[src/rtl/lcd_nibble_pkg.sv]
package lcd_nibble_pkg;
  typedef enum logic [2:0] {
    PH_IDLE,
    PH_SETUP,
    PH_PULSE,
    PH_GAP,
    PH_SETTLE
  } phase_e;

  localparam logic [7:0] CLEAR_CODE = 8'h01;
endpackage

[src/rtl/lcd_wait_timer.sv]
module lcd_wait_timer #(
  parameter int CNT_W = 17
) (
  input  logic             clk_i,
  input  logic             rst_ni,
  input  logic             load_i,
  input  logic [CNT_W-1:0] load_val_i,
  output logic             expired_o
);
  logic [CNT_W-1:0] cnt_q;

  always_ff @(posedge clk_i or negedge rst_ni) begin
    if (!rst_ni)             cnt_q <= '0;
    else if (load_i)         cnt_q <= load_val_i;
    else if (cnt_q != '0)    cnt_q <= cnt_q - 1'b1;
  end

  assign expired_o = (cnt_q == '0);
endmodule

[src/rtl/lcd_req_latch.sv]
module lcd_req_latch
  import lcd_nibble_pkg::*;
(
  input  logic       clk_i,
  input  logic       rst_ni,
  input  logic       capture_i,
  input  logic [7:0] byte_i,
  input  logic       rs_i,
  input  logic       nibble_i,
  input  logic       sel_hi_i,
  output logic [3:0] nib_o,
  output logic       rs_o,
  output logic       is_clear_o
);
  logic [7:0] byte_q;
  logic       rs_q;
  logic       raw_q;

  always_ff @(posedge clk_i or negedge rst_ni) begin
    if (!rst_ni) begin
      byte_q <= '0;
      rs_q   <= 1'b0;
      raw_q  <= 1'b0;
    end else if (capture_i) begin
      byte_q <= byte_i;
      rs_q   <= rs_i;
      raw_q  <= nibble_i;
    end
  end

  assign nib_o      = sel_hi_i ? byte_q[7:4] : byte_q[3:0];
  assign rs_o       = rs_q;
  assign is_clear_o = !raw_q && !rs_q && (byte_q == CLEAR_CODE);
endmodule

[src/rtl/lcd_nibble_writer.sv]
module lcd_nibble_writer
  import lcd_nibble_pkg::*;
#(
  parameter int SETUP_CYC  = 2,
  parameter int PULSE_CYC  = 12,
  parameter int GAP_CYC    = 50,
  parameter int SETTLE_CYC = 2000,
  parameter int CLEAR_CYC  = 82000
) (
  input  logic       clk_i,
  input  logic       rst_ni,
  input  logic       valid_i,
  output logic       ready_o,
  input  logic [7:0] byte_i,
  input  logic       rs_i,
  input  logic       nibble_i,
  output logic [3:0] lcd_data_o,
  output logic       lcd_e_o,
  output logic       lcd_rs_o,
  output logic       lcd_rw_o
);
  localparam int MAX_CYC = (CLEAR_CYC > SETTLE_CYC) ? CLEAR_CYC : SETTLE_CYC;
  localparam int CNT_W   = $clog2(MAX_CYC + 1);
  localparam logic [CNT_W-1:0] LD_SETUP  = CNT_W'(SETUP_CYC - 1);
  localparam logic [CNT_W-1:0] LD_PULSE  = CNT_W'(PULSE_CYC - 1);
  localparam logic [CNT_W-1:0] LD_GAP    = CNT_W'(GAP_CYC - 1);
  localparam logic [CNT_W-1:0] LD_SETTLE = CNT_W'(SETTLE_CYC - 1);
  localparam logic [CNT_W-1:0] LD_CLEAR  = CNT_W'(CLEAR_CYC - 1);

  phase_e           phase_q, phase_d;
  logic             hi_q, hi_d;
  logic             accept;
  logic             load;
  logic [CNT_W-1:0] load_val;
  logic             expired;
  logic             is_clear;

  assign accept = valid_i && (phase_q == PH_IDLE);

  lcd_wait_timer #(.CNT_W(CNT_W)) u_timer (
    .clk_i      (clk_i),
    .rst_ni     (rst_ni),
    .load_i     (load),
    .load_val_i (load_val),
    .expired_o  (expired)
  );

  lcd_req_latch u_latch (
    .clk_i      (clk_i),
    .rst_ni     (rst_ni),
    .capture_i  (accept),
    .byte_i     (byte_i),
    .rs_i       (rs_i),
    .nibble_i   (nibble_i),
    .sel_hi_i   (hi_q),
    .nib_o      (lcd_data_o),
    .rs_o       (lcd_rs_o),
    .is_clear_o (is_clear)
  );

  always_comb begin
    phase_d  = phase_q;
    hi_d     = hi_q;
    load     = 1'b0;
    load_val = '0;
    unique case (phase_q)
      PH_IDLE: if (accept) begin
        phase_d  = PH_SETUP;
        hi_d     = !nibble_i;  // raw mode starts on the low half
        load     = 1'b1;
        load_val = LD_SETUP;
      end
      PH_SETUP: if (expired) begin
        phase_d  = PH_PULSE;
        load     = 1'b1;
        load_val = LD_PULSE;
      end
      PH_PULSE: if (expired) begin
        load = 1'b1;
        if (hi_q) begin
          phase_d  = PH_GAP;
          hi_d     = 1'b0;
          load_val = LD_GAP;
        end else begin
          phase_d  = PH_SETTLE;
          load_val = is_clear ? LD_CLEAR : LD_SETTLE;
        end
      end
      PH_GAP: if (expired) begin
        phase_d  = PH_SETUP;
        load     = 1'b1;
        load_val = LD_SETUP;
      end
      PH_SETTLE: if (expired) phase_d = PH_IDLE;
      default: phase_d = PH_IDLE;
    endcase
  end

  always_ff @(posedge clk_i or negedge rst_ni) begin
    if (!rst_ni) begin
      phase_q <= PH_IDLE;
      hi_q    <= 1'b0;
    end else begin
      phase_q <= phase_d;
      hi_q    <= hi_d;
    end
  end

  assign ready_o  = (phase_q == PH_IDLE);
  assign lcd_e_o  = (phase_q == PH_PULSE);
  assign lcd_rw_o = 1'b0;
endmodule

[config.mk]
export PLATFORM = sky130hd
export DESIGN_NAME = lcd_nibble_writer
export DESIGN_NICKNAME = d
export VERILOG_FILES = /design/src/rtl/lcd_nibble_pkg.sv /design/src/rtl/lcd_wait_timer.sv /design/src/rtl/lcd_req_latch.sv /design/src/rtl/lcd_nibble_writer.sv
export SDC_FILE = /design/constraint.sdc
export NUM_CORES = 1
export LEC_CHECK = 0
export BUFFER_PORTS_ARGS = -buffer_cell sky130_fd_sc_hd__buf_2
export CAP_MARGIN = 20
export CELL_PAD_IN_SITES_DETAIL_PLACEMENT = 1
export CELL_PAD_IN_SITES_GLOBAL_PLACEMENT = 2
export CORE_MARGIN = 3
export CORE_UTILIZATION = 37
export DETAILED_ROUTE_END_ITERATION = 10
export GPL_TIMING_DRIVEN = 0
export PLACE_DENSITY = 0.8
export SYNTH_ARGS = -nofsm -noshare
export SYNTH_HDL_FRONTEND = slang
export SYNTH_SLANG_ARGS = --single-unit
[constraint.sdc]
create_clock -name clk_i -period 3.1 [get_ports clk_i]
set_clock_uncertainty 0.15 [all_clocks]
set_input_delay 0.62 -clock clk_i [delete_from_list [all_inputs] [get_ports clk_i]]
set_output_delay 0.62 -clock clk_i [all_outputs]
set_load 0.01 [all_outputs]
== Word-level counts from Yosys, hierarchy flattened ==
Cells that the tools add are included.

* Register bits after elaboration: 31
* Input bits: 13
* Output and inout port bits: 8
* Logic and storage cells: 54

* $add $sub $neg: 1
* Equality and inequality tests: 10
* Mux-type cells: 23
* Reductions and logical operators: 14

{| class="wikitable"
|+ Operators by type and width
! operator !! number
|-
| 2-to-1 mux 17 bit || 5
|-
| one-hot mux 17 bit (4 select lines) || 1
|-
| 2-to-1 mux 3 bit || 6
|-
| zero test 17 bit || 1
|-
| nonzero test 17 bit || 1
|-
| subtractor 17 x 1 -> 17 bit (second input constant) || 1
|-
| one-hot mux 3 bit (5 select lines) || 1
|-
| equality test 8 x 1 -> 1 bit (second input constant) || 1
|-
| 2-to-1 mux 4 bit || 2
|-
| equality test 3 x 2 -> 1 bit (second input constant) || 2
|-
| 2-to-1 mux 1 bit || 6
|-
| inequality test 2 bit (second input constant) || 3
|-
| AND reduction 5 bit || 1
|-
| inequality test 2 x 1 -> 1 bit (second input constant) || 2
|-
| one-hot mux 1 bit (2 select lines) || 2
|-
| nonzero test 2 bit || 2
|-
| equality test 3 x 1 -> 1 bit (second input constant) || 1
|-
| equality test 3 bit (second input constant) || 1
|-
| logical AND 1 bit || 3
|-
| zero test 1 bit || 3
|-
| zero test 3 bit || 1
|-
| AND reduction 3 bit || 1
|-
| OR reduction 3 bit || 1
|}

== Depth between registers and ports, before layout ==
Gate-level depths: netlist (run 1).

* Word-level depth: 8
* Mapped depth: 9

== By module ==
From an unflattened synthesis (run 1), not the netlist that was laid out.

* Cell total of the unflattened synthesis: 176
* Area total of the unflattened synthesis: 1,765.4 µm²

{| class="wikitable"
|+ Modules (own cells, without submodules)
! module !! times used !! cells an instance !! area an instance (µm²) !! seq. area each (µm²)
|-
| lcd_wait_timer || 1 || 109 || 1,033.5 || 425.4
|-
| lcd_req_latch || 1 || 28 || 446.7 || 250.2
|-
| lcd_nibble_writer || 1 || 39 || 285.3 || 100.1
|}

== Worst setup path after synthesis (run 1) ==
Ideal clock, no wire load.

* Path type: input to register
* Start point: input valid_i
* End point: register u_latch.byte_q[1]
* Setup time: 125 ps
* Arrival time: 1,745 ps
* Data required time: 2,825 ps
* Setup slack: 1,080 ps
* Cell stages on the path: 4
* Path buffers: 1
* Path through: or3b_1 > nor2_4 > buf_4 > mux2_2

* Longest elaborated chain between the ends: 1

{| class="wikitable"
|+ RTL lines
! element !! RTL line !! source
|-
| start, declared || lcd_nibble_writer.sv:12 || <nowiki>input logic valid_i,</nowiki>
|-
| logical AND 1 bit || lcd_nibble_writer.sv:38 || <nowiki>assign accept = valid_i && (phase_q == PH_IDLE);</nowiki>
|-
| end signal, assigned || lcd_req_latch.sv:25 || <nowiki>byte_q <= byte_i;</nowiki>
|-
| end, declared || lcd_req_latch.sv:15 || <nowiki>logic [7:0] byte_q;</nowiki>
|}

Every way passes these cells.
A chain may end at the register's enable or synchronous reset.

== Worst setup path after layout (run 1) ==
* Start point: register u_timer.cnt_q[9]
* End point: register u_timer.cnt_q[2]

* Longest elaborated chain between the ends: 4

{| class="wikitable"
|+ RTL lines
! element !! RTL line !! source
|-
| start, declared || lcd_wait_timer.sv:10 || <nowiki>logic [CNT_W-1:0] cnt_q;</nowiki>
|-
| start signal, assigned || lcd_wait_timer.sv:14 || <nowiki>else if (load_i) cnt_q <= load_val_i;</nowiki>
|-
| start signal, assigned || lcd_wait_timer.sv:15 || <nowiki>else if (cnt_q != '0) cnt_q <= cnt_q - 1'b1;</nowiki>
|-
| zero test 17 bit || lcd_wait_timer.sv:18 || <nowiki>assign expired_o = (cnt_q == '0);</nowiki>
|-
| 2-to-1 mux 17 bit or 2-to-1 mux 1 bit (tied branches) || lcd_nibble_writer.sv:78, lcd_nibble_writer.sv:73, lcd_nibble_writer.sv:89 ||
|-
| one-hot mux 17 bit (4 select lines) or one-hot mux 1 bit (2 select lines) (tied branches) || lcd_nibble_writer.sv:66 || <nowiki>unique case (phase_q)</nowiki>
|-
| 2-to-1 mux 17 bit or nonzero test 2 bit (tied branches) || - ||
|}

Several ways; a longest one is shown, not always the timed one.

==> results, run 1 <==
- Setup repair after global routing left no endpoint under its margin.
- In the final routed layout, each cell accounts on average for 17.4 µm.
- The final weighted congestion in routability-driven placement is 0.811.
- For this run, the top clock speed supported by timing is 416 MHz.
- By area, the combinational part of the netlist is dominated by simple AND/OR/NAND/NOR gates.
- The quantity of I/O buffers inserted on ports is 19.
- The number of hold buffers added after cts is 0.
- The number of inserted filler cells in the final layout is 531.
- The vertical die dimension is 75.4 µm.
- The proportion of synthesized chip area in sequential cells is 0.435.
- After floorplanning, the core was sized to cover 0.00450 mm².
- The most used flip-flop cell after synthesis is sky130_fd_sc_hd__dfrtp_1.
- The pin count of the biggest net entering global routing is 32.
- The distinct cell type count of the synthesized netlist is 51.
- The critical path's top delay family is simple AND/OR/NAND/NOR gates.
- The number of cells on the worst reg-to-reg path is 5.
- The maximum root-to-sink buffer count is 2.
- The final count of pins violating max slew was 0.
- The via count of the first global-routing pass is 1527.
- The ratio of cells with drive above 1 in the final layout is 0.259.
- 21 I/O pins were placed.
- The number of nets in the finished design is 219.
- Measured against the total synthesized area, the mux share comes to 0.0940.
- The detailed router placed 1442 vias in this run.
- The total power density per cell area is 578 mW/mm².
- In this run, the number of DRC markers left after iteration 0 of detailed routing was 68.
- The capturing instance or port of the critical path is u_timer.cnt_q[2].
- The final-report hold violation count is 0.
- The DRC violation count after routing is 0.
- The slowest stage of the critical path belongs to the cell sky130_fd_sc_hd__nor4_1.
- The endpoint identified for the worst register-to-register timing path is u_timer.cnt_q[2].
- In this run, CTS created clock tree buffers numbering 5.
- The critical path is of the reg2reg type.
- The total number of placement rows is 24.
- In this run the horizontal extent of the chip is 75.4 µm.
- The worst register-to-register path has a setup slack of 0.70 ns.
- Buffers added to address setup during post-CTS repair amount to 0.
- The number of warnings issued by yosys is 0.
- The cell sitting at the root of the clock tree is a sky130_fd_sc_hd__clkbuf_8.
- Of the total synthesized cell area, the portion taken by XOR and XNOR cells is 0.0393.
- Of all nets on the critical path, the largest fanout is 8.
- The compound-gate portion of the synthesized area is 0.107.
- The initial antenna violation count came to 0.
- In this run the static leakage power is 0.000842 µW.
- The clock input transition at the sequential cells of the worst setup and hold paths is 0.07 ns.
- Walking the worst path, the cells encountered are nor4_1 > nand4_1 > nor2_1 > o21ai_1 > o211ai_1.
- The starting density of the core is 0.396.
- Counting both buffers and inverters, the worst setup path holds a total of 0.
- The number of optimization iterations in the first detailed-route pass is 4.
- The final cell count without fillers is 257.
- The min-delay analysis places its worst path in the category in2async.
- The die covers 0.00569 mm².
- For this block, the routed nets add up to 4.46 mm of wire.
- The number of violations of the max-capacitance limit is 0.
- Synthesis handed over a netlist of 178 instances.
- The clock drives 31 sinks.
- The synthesis-to-layout area growth is 16.4%.
- The final critical path time including I/O delays and setup is 2.40 ns.
- After detailed placement, the design holds a cell count of 249.
- Of the available clock period, the critical path in the final layout requires 0.776.
- Across the VDD grid, the largest voltage drop is 256 µV.
- The total setup violations reported at the end of the flow is 0.
- The required arrival time at the worst endpoint is 3.15 ns.
- The async set-or-reset flop fraction in the synthesized netlist is 1.00.
- The final setup TNS is 0 ns.
- The final antenna-violating net count is 0.
- In this run the mean area of a mapped cell was 10.0 µm².
- Of the total synthesized cell area, the portion taken by full adders, half adders and majority gates is 0.0140.
- The global-route wire length before repair is 7.50 mm.
- The number of synthesized register bits is 31.
- Headroom to the max-slew limit came out at 0.541.
- The clock reaches the later pin of the worst-skew pair after 0.28 ns.
- The TritonCTS clock tree is yes.
- The worst register-to-register path begins at u_timer.cnt_q[9].
- The simple-gate area share of the yosys netlist is 0.276.
- The level count of the clock H-tree is 2.
- For this run the aggregate overflow at the end of global routing stands at 0.
- The count of flip-flops with a built-in enable after synthesis is 0.
- The delay of the slowest critical-path stage is 0.61 ns.
- In this run, post-CTS repair resized a total of 0 instances.
- The HPWL after detailed placement is 3.36 mm.
- The launch point of the worst path is u_timer.cnt_q[9].
- The transition at the pin with the smallest max-transition slack is 0.689 ns.
- The nature of the critical path startpoint is a flip-flop.
- For this run, the total global-route usage over all layers was measured as 0.175.
- The number of nets handed over by synthesis was 193.
- Counting buffers and inverters, the worst setup path is 5 cells deep.
- The run finished with clean final reports.
- 0 antenna diodes ended up in the layout.
- The arrival time at the worst endpoint is 2.46 ns.
- The endpoint class of the critical path is a flip-flop.
- After detailed routing, the number of vias per cell comes to 5.61.
- The combined area of all synthesized cells is 0.00178 mm².
[sequential cells by signal, summed over array words and instances, names as in the netlist]
signal,count
u_latch.byte_q,8
u_latch.rs_o,1
u_latch.raw_q,1
u_timer.cnt_q,17
phase_q,3
hi_q,1
[synthesized netlist by cell type, types with 2 or more instances]
master / n / area share
sky130_fd_sc_hd__inv_1: 3 / 0.0063
sky130_fd_sc_hd__a21o_1: 2 / 0.0084
sky130_fd_sc_hd__o21ai_1: 3 / 0.0084
sky130_fd_sc_hd__xor2_1: 3 / 0.015
sky130_fd_sc_hd__buf_4: 2 / 0.0084
sky130_fd_sc_hd__dfrtp_1: 31 / 0.43
sky130_fd_sc_hd__nor4_4: 2 / 0.024
sky130_fd_sc_hd__xnor2_1: 5 / 0.025
sky130_fd_sc_hd__ha_1: 2 / 0.014
sky130_fd_sc_hd__o21ai_0: 9 / 0.025
sky130_fd_sc_hd__o211ai_1: 2 / 0.0084
sky130_fd_sc_hd__buf_6: 2 / 0.013
sky130_fd_sc_hd__nor2_1: 14 / 0.029
sky130_fd_sc_hd__a21oi_1: 4 / 0.011
sky130_fd_sc_hd__or3_1: 2 / 0.0070
sky130_fd_sc_hd__nor2_4: 3 / 0.019
sky130_fd_sc_hd__nor3_1: 12 / 0.034
sky130_fd_sc_hd__nand3_1: 8 / 0.022
sky130_fd_sc_hd__nor2b_1: 2 / 0.0070
sky130_fd_sc_hd__nand4_1: 3 / 0.011
sky130_fd_sc_hd__nor4_1: 5 / 0.018
sky130_fd_sc_hd__mux2_2: 14 / 0.088
sky130_fd_sc_hd__nand2_1: 16 / 0.034
sky130_fd_sc_hd__clkbuf_1: 2 / 0.0042
[cell families (layout without fill, tap and decap cells)]
group | after synthesis | after routing
simple gates | 81 | 81
flops | 31 | 31
compound gates | 30 | 30
mux | 15 | 15
buf+inv | 10 | 37
xor+xnor | 8 | 8
fa+ha+maj | 2 | 2
other cells | 1 | 1
[worst reg2reg max path, stage by stage (launching register included)]
cell and delay, ns:
sky130_fd_sc_hd__dfrtp_1 0.44, sky130_fd_sc_hd__nor4_1 0.61, sky130_fd_sc_hd__nand4_1 0.54, sky130_fd_sc_hd__nor2_1 0.36, sky130_fd_sc_hd__o21ai_1 0.11, sky130_fd_sc_hd__o211ai_1 0.11
[routing by layer]
layer,GRT usage,share of wire,vias to the layer above
met5,0,0,-
met3,0.0383,0.034,6
met2,0.309,0.50,21
met4,0.0427,0.0090,0
li1,-,-,697
met1,0.217,0.46,718
[worst min path at each step]
stage | from | end | slack (ns) | cells past startpoint
2_1_floorplan | rst_ni | hi_q | 0.17 | 0
3_3_place_gp | u_latch.byte_q[0] | u_latch.byte_q[0] | 0.36 | 1
3_5_place_dp | u_latch.byte_q[0] | u_latch.byte_q[0] | 0.37 | 1
4_1_cts | rst_ni | u_timer.cnt_q[6] | 0.25 | 1
5_1_grt | rst_ni | u_timer.cnt_q[6] | 0.27 | 1
6_report | rst_ni | u_timer.cnt_q[6] | 0.22 | 1
[area by class of cell]
| type | count | area (µm²) | share of cell area |
|---|---|---|---|
| buffer | 7 | 48.8 | 0.0235 |
| inverter | 3 | 11.3 | 0.00542 |
| tap | 52 | 65.1 | 0.0313 |
| multi-input combinational | 137 | 948 | 0.457 |
| clock buffer | 6 | 72.6 | 0.0349 |
| timing repair buffer | 19 | 95.1 | 0.0458 |
| clock inverter | 2 | 60.1 | 0.0289 |
| sequential | 31 | 776 | 0.373 |
[placed cells by master (no fill, tap or decap), types with 2 or more instances in the layout]
cell,synthesis,final
sky130_fd_sc_hd__dfrtp_1,31,31
sky130_fd_sc_hd__buf_2,0,19
sky130_fd_sc_hd__nand2_1,16,16
sky130_fd_sc_hd__mux2_2,14,14
sky130_fd_sc_hd__nor2_1,14,14
sky130_fd_sc_hd__nor3_1,12,12
sky130_fd_sc_hd__o21ai_0,9,9
sky130_fd_sc_hd__nand3_1,8,8
sky130_fd_sc_hd__nor4_1,5,5
sky130_fd_sc_hd__xnor2_1,5,5
sky130_fd_sc_hd__clkbuf_8,0,5
sky130_fd_sc_hd__a21oi_1,4,4
sky130_fd_sc_hd__inv_1,3,3
sky130_fd_sc_hd__clkbuf_1,2,3
sky130_fd_sc_hd__nor2_4,3,3
sky130_fd_sc_hd__nand4_1,3,3
sky130_fd_sc_hd__o21ai_1,3,3
sky130_fd_sc_hd__xor2_1,3,3
sky130_fd_sc_hd__nor4_4,2,2
sky130_fd_sc_hd__buf_6,2,2
sky130_fd_sc_hd__nor2b_1,2,2
sky130_fd_sc_hd__or3_1,2,2
sky130_fd_sc_hd__o211ai_1,2,2
sky130_fd_sc_hd__buf_4,2,2
sky130_fd_sc_hd__a21o_1,2,2
sky130_fd_sc_hd__ha_1,2,2
sky130_fd_sc_hd__bufinv_16,0,2
[power breakdown]
part / switching [µW] / internal, µW
logic: 91.9 / 95.2
clock network: 157 / 321
registers: 75.1 / 459
[through the flow]
step	setup slack, ns	hold slack [ns]	power, µW	instance area (µm²)	util
after global placement	0.768	0.355	718	1940	0.432
after detailed placement	0.662	0.371	730	1940	0.432
after global routing	0.473	0.275	1260	2080	0.461
after floorplan	1.08	0.174	666	1780	-
after CTS	0.658	0.245	1210	2080	0.461
final	0.695	0.219	1200	2080	0.461
No activity file was read; power rests on OpenSTA's default activity.
==> run 2: changes to the inputs <==
Settings changed: ABC_AREA from default to 1, CORE_UTILIZATION 37 to 34.
Clock period 3.1 ns to 2.3 ns, I/O delays scaled along.
==> results, run 2 <==
- The run finished with clean final reports.
- The worst-skew pair later-pin latency was 0.28 ns (about the same).
- The number of hold buffers added after cts is 0 (unchanged).
- The clock sink count is 31 (unchanged).
- The clock input transition at the sequential cells of the worst setup and hold paths is 0.07 ns (about the same).
- Setup repair after global routing left no endpoint under its margin.
- The floorplan core area is 0.00520 mm² (+16%).
- The global-route wire length before repair is 7.70 mm (+2.7%).
- The total power density per cell area is 1400 mW/mm² (+140%).
- The final weighted congestion in routability-driven placement is 0.768 (-5.3%).
- The overall power is 3010 µW (+150%).
- The maximum VDD drop is 550 µV (+110%).
- The overall track demand over capacity in global routing came to 0.157 (-0.0183).
- The total congestion overflow after global routing is 0 (unchanged).
- The total setup violations reported at the end of the flow is 0 (unchanged).
- The number of cells on the worst reg-to-reg path came to 12 (+7).
- The via density per instance came to 4.65 (-17%).
- The async set-or-reset flop fraction in the synthesized netlist came to 1.00 (unchanged).
- The starting density of the core was 0.360 (-0.0360).
- The post-cts sizing count was 0 (unchanged).
- The critical path is of the reg2reg type.
- The leading cell type in the layout, fill and taps excluded is sky130_fd_sc_hd__nand2_1.
- Traced cell by cell, the critical path runs through inv_1 > ha_1 > inv_1 > nor2_1 > nand2_1 > nor2_1 > nand2_2 > nand2_4 > nand2_4 > buf_12 > nand3b_1 > nor2_1.
- The number of nets in the finished design is 286 (+31%).
- The worst max-slew margin expressed relative to the limit is 0.502 (-0.0390).
- The detailed-route via count is 1586 (+10%).
- The arrival time at the worst endpoint is 1.94 ns (-0.52 ns).
- The number of violations of the max-capacitance limit is 0 (unchanged).
- The number of flip-flops under the largest register name is 17 (unchanged).
- The delay of the slowest critical-path stage is 0.37 ns (-0.24 ns).
- The number of synthesized register bits is 31 (unchanged).
- The synthesis-to-layout area growth is 14.4%.
- The number of post-CTS setup repair buffers was 0 (unchanged).
- The per-instance average area after synthesis came to 7.65 µm² (-24%).
- The final setup TNS was 0 ns (unchanged).
- The combined area of all synthesized cells is 0.00187 mm² (+5.0%).
- The via count of the first global-routing pass was 1656 (+8.4%).
- The register with the most flip-flops in the final layout is u_timer.cnt_q.
- The ratio of cells with drive above 1 in the final layout came to 0.225 (-0.0334).
- The proportion of synthesized chip area in sequential cells was 0.414 (-0.0209).
- In the synthesized netlist, the cells that appear most often are 59 x sky130_fd_sc_hd__nand2_1, 41 x sky130_fd_sc_hd__nor2_1, 31 x sky130_fd_sc_hd__dfrtp_1.
- The total detailed-routing wirelength is 4.39 mm (-1.6%).
- The die boundary width is 80.2 µm (+6.4%).
- The most repeated cell in the gate-level netlist after synthesis is sky130_fd_sc_hd__nand2_1.
- The average routed wire per standard cell is 12.9 µm (-26%).
- The standard cell with the maximum stage delay on the critical path is sky130_fd_sc_hd__dfrtp_1.
- The number of inserted filler cells in the final layout came to 693 (+31%).
- The final critical path time including I/O delays and setup is 1.92 ns (-0.484 ns).
- In the layout the commonest cells are 59 x sky130_fd_sc_hd__nand2_1, 41 x sky130_fd_sc_hd__nor2_1, 31 x sky130_fd_sc_hd__dfrtp_1.
- The overall die area is 0.00644 mm² (+13%).
- The largest area contributor in the netlist is sky130_fd_sc_hd__dfrtp_1.
- The DRC violation count after routing is 0 (unchanged).
- The distinct cell type count of the synthesized netlist is 27 (-47%).
- The maximum root-to-sink buffer count is 2 (unchanged).
- The vertical die dimension is 80.2 µm (+6.4%).
- The final antenna-violating net count is 0 (unchanged).
- The initial antenna violation count was 0 (unchanged).
- The worst setup path is launched from a flip-flop.
- The post-synth net total was 260 (+35%).
- The top-area cell type share of the netlist area is 0.414 (-0.0209).
- The biggest fanout along the worst timing path came to 10 (+2).
- The transition at the pin with the smallest max-transition slack is 0.747 ns (+0.0586 ns).
- The final count of pins violating max slew is 0 (unchanged).
- The gate count of the mapped netlist is 245 (+38%).
- The HPWL after detailed placement was 3.39 mm (+0.86%).
- The quantity of I/O buffers inserted on ports is 19 (unchanged).
- The number of warnings issued by yosys is 0 (unchanged).
- The pin count of the biggest net entering global routing is 32 (unchanged).
- TritonCTS built the clock tree.
- The total number of placement rows is 26 (+8.3%).
- In the synthesized netlist the dominant register cell turns out to be sky130_fd_sc_hd__dfrtp_1.
- CTS placed an instance of sky130_fd_sc_hd__clkbuf_8 at the clock tree root.
- The required arrival time at the worst endpoint was 2.32 ns (-0.83 ns).
- The number of optimization iterations in the first detailed-route pass was 4 (unchanged).
- The fmax came to 521 MHz (+25%).
- The initial detailed-routing violation count was 54 (-21%).
- The worst hold margin was 0.0781 ns (-0.141 ns).
- The number of buffers added by the clock tree synthesis step was 5 (unchanged).
- The area of the multi-input gates is 971 µm² (+2.4%).
- Sorting the synthesized cells by area gives the leading types as sky130_fd_sc_hd__dfrtp_1 41%, sky130_fd_sc_hd__nand2_1 12%, sky130_fd_sc_hd__nor2_1 8.2%.
- The total I/O pin count is 21 (unchanged).
- The portion of the clock cycle consumed by the worst path in the final layout is 0.835 (+0.0593).
- The largest registers in the layout are u_timer.cnt_q (17), u_latch.byte_q (8), phase_q (3).
- The cell that appears most often on the critical path is sky130_fd_sc_hd__nor2_1.
- The area used by sequential logic in the layout came to 776 µm² (unchanged).
- STA classifies the critical path endpoint as a flip-flop.
- The level count of the clock H-tree was 2 (unchanged).
- The type of the tightest min-delay check is in2async.
- The final-report hold violation count is 0 (unchanged).
- The antenna cell count is 0 (unchanged).
- The count of flip-flops with a built-in enable after synthesis is 0 (unchanged).
- The leakage power total is 0.00110 µW (+31%).
-- run 2: cell count changes after synthesis, sizes merged, moves of 6 or more --
cell,delta
a21oi,+13
nor3,-9
inv,+21
mux2,-9
nor2,+33
nor4,-6
nand2,+54
-- run 2: cells by family (layout without fill, tap and decap cells) --
kind of cell	count (synthesis)	in the layout	synth area share
and+or+nand+nor	142	142	0.356
adders and majority gates	2	2	0.0133
AOI/OAI and AO/OA	28	28	0.0788
other	1	1	0.00200
muxes	5	5	0.0300
xor gates and xnor gates	8	8	0.0374
DFF	31	31	0.414
buffers and inverters	28	54	0.0681
-- run 2: worst max-delay path: cells and delay by family (launching register included) --
family        cells  cell delay [ns]
simple gates      8             0.73
buf+inv           3             0.36
fa+ha+maj         1             0.20
flops             1             0.37
-- run 2: cell type report --
type,count,area share
plain buffers,4,0.0175
clock buffers,6,0.0385
clock inverters,1,0.00233
inverters,24,0.0420
multi-input cells,186,0.453
flip-flops and latches,31,0.362
well taps,70,0.0408
repair buffers,19,0.0443
-- run 2: power by group --
part / total (µW) / switching [µW] / leakage [µW] / internal (µW)
clock: 446 / 211 / 0.0000470 / 235
sequential: 967 / 192 / 0.000387 / 775
combinational: 1590 / 984 / 0.000666 / 608
total: 3010 / 1390 / 0.00110 / 1620
-- run 2: worst paths after layout --
kind,from,end,slack (ns)
setup reg to reg,u_timer.cnt_q[0],u_timer.cnt_q[12],0.38
setup / recovery,u_timer.cnt_q[0],u_timer.cnt_q[12],0.38
min in group clk_i,nibble_i,hi_q,0.23
hold reg to reg,u_latch.raw_q,u_latch.raw_q,0.37
max in group asynchronous,rst_ni,u_latch.byte_q[3],1.43
hold / removal,rst_ni,u_timer.cnt_q[5],0.08
-- run 2: per-layer routing --
metal	global-route usage	share of wire	routed length, µm	up-vias
met5	0	0	0	-
met4	0.0557	0.013	57	0
met3	0.0325	0.036	158	5
met2	0.257	0.48	2110	22
met1	0.203	0.47	2070	737
li1	-	-	-	822
-- run 2: stage by stage --
step	setup slack [ns]	instances	instance area, µm²	utilization
after CTS	0.362	341	2140	0.412
after detailed placement	0.394	334	2060	0.395
after floorplan	0.609	245	1870	-
after global routing	0.189	341	2140	0.412
final	0.379	341	2140	0.412
after global placement	0.427	334	2060	0.395
